--- config.mk ---
export PLATFORM = sky130hd
export DESIGN_NAME = wdk_watchdog
export DESIGN_NICKNAME = d
export VERILOG_FILES = /design/src/rtl/wdk_pkg.sv /design/src/rtl/wdk_sync_edge.sv /design/src/rtl/wdk_period_cnt.sv /design/src/rtl/wdk_watchdog.sv
export SDC_FILE = /design/constraint.sdc
export NUM_CORES = 1
export LEC_CHECK = 0
export BUFFER_PORTS_ARGS = -buffer_cell sky130_fd_sc_hd__buf_2
export CAP_MARGIN = 15
export CORE_ASPECT_RATIO = 0.7
export CORE_UTILIZATION = 25
export DETAILED_ROUTE_END_ITERATION = 7
export PLACE_DENSITY = 0.36
export RECOVER_POWER = 25
export SYNTH_ARGS = -nofsm -noshare
export SYNTH_HDL_FRONTEND = slang
export SYNTH_HIERARCHICAL = 1
export SYNTH_SLANG_ARGS = --single-unit
--- constraint.sdc ---
create_clock -name clk -period 2.5 [get_ports clk]
set_clock_uncertainty 0.2 [all_clocks]
set_input_delay 0 -clock clk [delete_from_list [all_inputs] [get_ports clk]]
set_output_delay 0 -clock clk [all_outputs]
set_load 0.01 [all_outputs]
--- src/rtl/wdk_pkg.sv ---
package wdk_pkg;

    typedef enum logic [1:0] {
        EDGE_NONE = 2'b00,
        EDGE_RISE = 2'b01,
        EDGE_FALL = 2'b10
    } edge_kind_e;

    typedef struct packed {
        logic       kick;
        edge_kind_e kind;
    } kick_evt_t;

    function automatic int unsigned cnt_width(input int unsigned cycles);
        return (cycles < 2) ? 1 : $clog2(cycles);
    endfunction

    function automatic edge_kind_e classify(input logic now_lvl, input logic old_lvl);
        if (now_lvl && !old_lvl) return EDGE_RISE;
        if (!now_lvl && old_lvl) return EDGE_FALL;
        return EDGE_NONE;
    endfunction

endpackage

--- src/rtl/wdk_sync_edge.sv ---
module wdk_sync_edge #(
    parameter int unsigned SYNC_STAGES = 2
) (
    input  logic                  clk,
    input  logic                  rst,
    input  logic                  async_in,
    output wdk_pkg::kick_evt_t    evt
);
    import wdk_pkg::*;

    localparam int unsigned NSTG = (SYNC_STAGES < 2) ? 2 : SYNC_STAGES;

    logic [NSTG-1:0] stage_q;
    logic            last_q;

    always_ff @(posedge clk) begin
        stage_q[0] <= async_in;
    end

    for (genvar g = 1; g < NSTG; g++) begin : g_stage
        always_ff @(posedge clk) begin
            stage_q[g] <= stage_q[g-1];
        end
    end

    always_ff @(posedge clk) begin
        last_q <= stage_q[NSTG-1];
    end

    always_comb begin
        evt.kind = classify(stage_q[NSTG-1], last_q);
        evt.kick = (evt.kind != EDGE_NONE);
    end

    // after a rise the next detected edge can only be a fall
    p_rise_then_steady_r1: assert property (@(posedge clk) disable iff (rst)
        (evt.kind == EDGE_RISE) |=> (evt.kind != EDGE_RISE));

    p_fall_then_steady_r1: assert property (@(posedge clk) disable iff (rst)
        (evt.kind == EDGE_FALL) |=> (evt.kind != EDGE_FALL));

endmodule

--- src/rtl/wdk_period_cnt.sv ---
module wdk_period_cnt #(
    parameter int unsigned PERIOD_CYCLES = 50000
) (
    input  logic clk,
    input  logic rst,
    input  logic kick,
    output logic fault
);
    localparam int unsigned     CW   = wdk_pkg::cnt_width(PERIOD_CYCLES);
    localparam logic [CW-1:0]   LAST = CW'(PERIOD_CYCLES - 1);

    logic [CW-1:0] cnt_q;
    logic          fault_q;
    logic          tc;

    assign tc = (cnt_q == LAST);

    always_ff @(posedge clk) begin
        if (rst) begin
            cnt_q   <= '0;
            fault_q <= 1'b0;
        end else if (kick) begin
            cnt_q   <= '0;
            fault_q <= 1'b0;
        end else if (tc) begin
            fault_q <= 1'b1;
        end else begin
            cnt_q   <= cnt_q + 1'b1;
        end
    end

    assign fault = fault_q;

    p_cnt_bound_r2: assert property (@(posedge clk) disable iff (rst)
        cnt_q <= LAST);

    p_fault_at_tc_r2: assert property (@(posedge clk) disable iff (rst)
        (tc && !kick) |=> fault_q);

    p_no_early_fault_r2: assert property (@(posedge clk) disable iff (rst)
        $rose(fault_q) |-> ($past(cnt_q) == LAST));

    p_fault_hold_r3: assert property (@(posedge clk) disable iff (rst)
        (fault_q && !kick) |=> fault_q);

    p_fault_clear_cause_r3: assert property (@(posedge clk) disable iff (rst)
        $fell(fault_q) |-> $past(kick));

    p_kick_restart_r5: assert property (@(posedge clk) disable iff (rst)
        kick |=> (cnt_q == '0 && !fault_q));

    p_tie_kick_wins_r8: assert property (@(posedge clk) disable iff (rst)
        (tc && kick && !fault_q) |=> !fault_q);

endmodule

--- src/rtl/wdk_watchdog.sv ---
module wdk_watchdog #(
    parameter int unsigned PERIOD_CYCLES = 50000,
    parameter int unsigned SYNC_STAGES   = 2
) (
    input  logic clk,
    input  logic sys_rst_n,
    input  logic kick_in,
    output logic fault_n,
    output logic rst_comb_n
);
    logic               rst;
    logic               fault;
    wdk_pkg::kick_evt_t evt;

    assign rst = ~sys_rst_n;

    wdk_sync_edge #(
        .SYNC_STAGES(SYNC_STAGES)
    ) u_sync (
        .clk      (clk),
        .rst      (rst),
        .async_in (kick_in),
        .evt      (evt)
    );

    wdk_period_cnt #(
        .PERIOD_CYCLES(PERIOD_CYCLES)
    ) u_cnt (
        .clk   (clk),
        .rst   (rst),
        .kick  (evt.kick),
        .fault (fault)
    );

    assign fault_n    = ~fault;
    assign rst_comb_n = sys_rst_n & ~fault;

    // a reset edge always leaves the fault output high
    p_rst_clears_fault_r4: assert property (@(posedge clk) disable iff (!sys_rst_n)
        $rose(sys_rst_n) |-> fault_n);

endmodule

==> run summary <==
Status -> finished clean
Chip Width -> 72.2 µm
PD cells -> 559 nW/µm²
Post-layout util -> 31.1%
Starting density of the core -> 26.8%
I/O pin count -> 5
Layout cell share with drive strength beyond 1 -> 9.62%
Overall Global Routing Usage -> 11.0%
Maximum root-to-sink buffer count -> 2
Cell Area, Placed -> 941 µm²
CP Max Fanout -> 8
Largest net degree at the start of global routing -> 18
Final hold vios -> 0
Ys Warns -> 6
Initial DRC count -> 23
FMAX -> 498 MHz
Vias -> 658
Sink Count -> 20
H-tree depth -> 1
CP required -> 2.44 ns
DIE AREA -> 3690 µm²
Syn_area_per_cell -> 8.98 µm²
Via density -> 4.36
Commonest non-fill, non-tap cell in the layout -> dfxtp_1
Max rail drop VDD -> 0.202 mV
Die height -> 51.1 µm
Crit. End Element -> register
Post-Synthesis Cell Area -> 862 µm²
Final wirelength -> 1720 µm
Worst Hold Class -> reg -> reg
CTS tree -> yes
# diodes -> 0
Final worst path period share -> 80.3%
Final setup TNS -> 0 ns
Placer Congestion -> 0.690
Port Buffers -> 4
RSZ-0062 raised after global routing -> false
Post_cts resized -> 0
Detailed Place HPWL -> 1190 µm
LEAKAGE -> 0.305 nW
First-pass GRT wire length -> 2940 µm
Setup violations, final -> 0
CTS buffer count -> 3
Fin. max-slew vios -> 0
Core area -> 3210 µm²
Routed len/inst -> 11.4 µm
Final Cell Area -> 1000 µm²
Nets -> 111
Total power -> 0.558 mW
Mapped Nets -> 101
Commonest cells after routing, fill and taps aside -> 20 x dfxtp_1, 13 x nor2_1, 9 x xnor2_1, 8 x inv_1, 6 x nor3_1
Clock transition at path regs -> 0.07 ns
Clk Latency, worst-skew pair -> 0.25 ns
MaxCap Viol Count -> 0
Initial antenna violation count -> 0
Final non-filler cell total -> 151
CTS root buf -> clkbuf_8
Kind of critical path -> reg -> reg
GRT overflow -> 0
Minimum clock period -> 2.01 ns
Layout area overhead -> 16.0%
Worst rel slew slack -> 65.3%
Cts hold-fix bufs -> 2
Slew @ Worst Pin -> 0.516 ns
Placed cells -> 146
Vias in the first global route -> 619
Crit path DAT -> 1.95 ns
CP Launch Type -> register
Setup Buffers After CTS -> 0
Initial DRT Pass Iterations -> 4
Syn Inst Count -> 96
Post-route DRC violation count -> 0
Site Rows -> 17
DRT antenna net count -> 0
cell type report:
| type | count | area (µm²) |
|---|---|---|
| timing repair buffer | 7 | 45.0 |
| inverter | 8 | 30.0 |
| tap | 47 | 58.8 |
| fill | 345 | 2210 |
| multi-input combinational | 66 | 424 |
| clock buffer | 3 | 41.3 |
| sequential | 20 | 400 |
critical path, stage by stage, from the launching register on:
cell	delay (ns)
dfxtp_1	0.35
or4_4	0.54
nor4_4	0.52
mux2i_1	0.24
nor2_1	0.05
through the flow:
stage / setup WS, ns / hold WS [ns]
6_report: 0.492 / 0.129
5_1_grt: 0.404 / 0.149
4_1_cts: 0.473 / 0.133
3_5_place_dp: 0.486 / -0.0957
3_3_place_gp: 0.516 / -0.0976
2_1_floorplan: 0.636 / -0.172
final timing paths:
| check | from | end | slack, ns | cells past startpoint |
|---|---|---|---|---|
| setup reg to reg | u_cnt/cnt_q[10] | u_cnt/cnt_q[1] | 0.49 | 4 |
| setup / recovery | u_cnt/cnt_q[10] | u_cnt/cnt_q[1] | 0.49 | 4 |
| hold / removal | u_sync/stage_q[0] | u_sync/stage_q[1] | 0.13 | 0 |
| hold reg to reg | u_sync/stage_q[0] | u_sync/stage_q[1] | 0.13 | 0 |
report_power, final:
group	switching (mW)	total [mW]	internal, mW
Sequential	0.00320	0.327	0.323
Combinational	0.0127	0.0222	0.00950
Clock	0.103	0.210	0.107
Total	0.118	0.558	0.440
per-layer routing:
layer / GRT usage [%] / vias to the layer above / part of all wire (%)
li1: - / 346 / -
met2: 15.6 / 6 / 40
met5: 0 / - / 0
met4: 3.92 / 0 / 0.81
met3: 4.73 / 2 / 3.8
met1: 14.6 / 304 / 55
registers in the layout, summed over array words and instances, names as in the netlist:
name            count
u_cnt/fault         1
u_sync/last_q       1
u_sync/stage_q      2
u_cnt/cnt_q        16
Note: power is estimated with default switching activity, not from simulation.
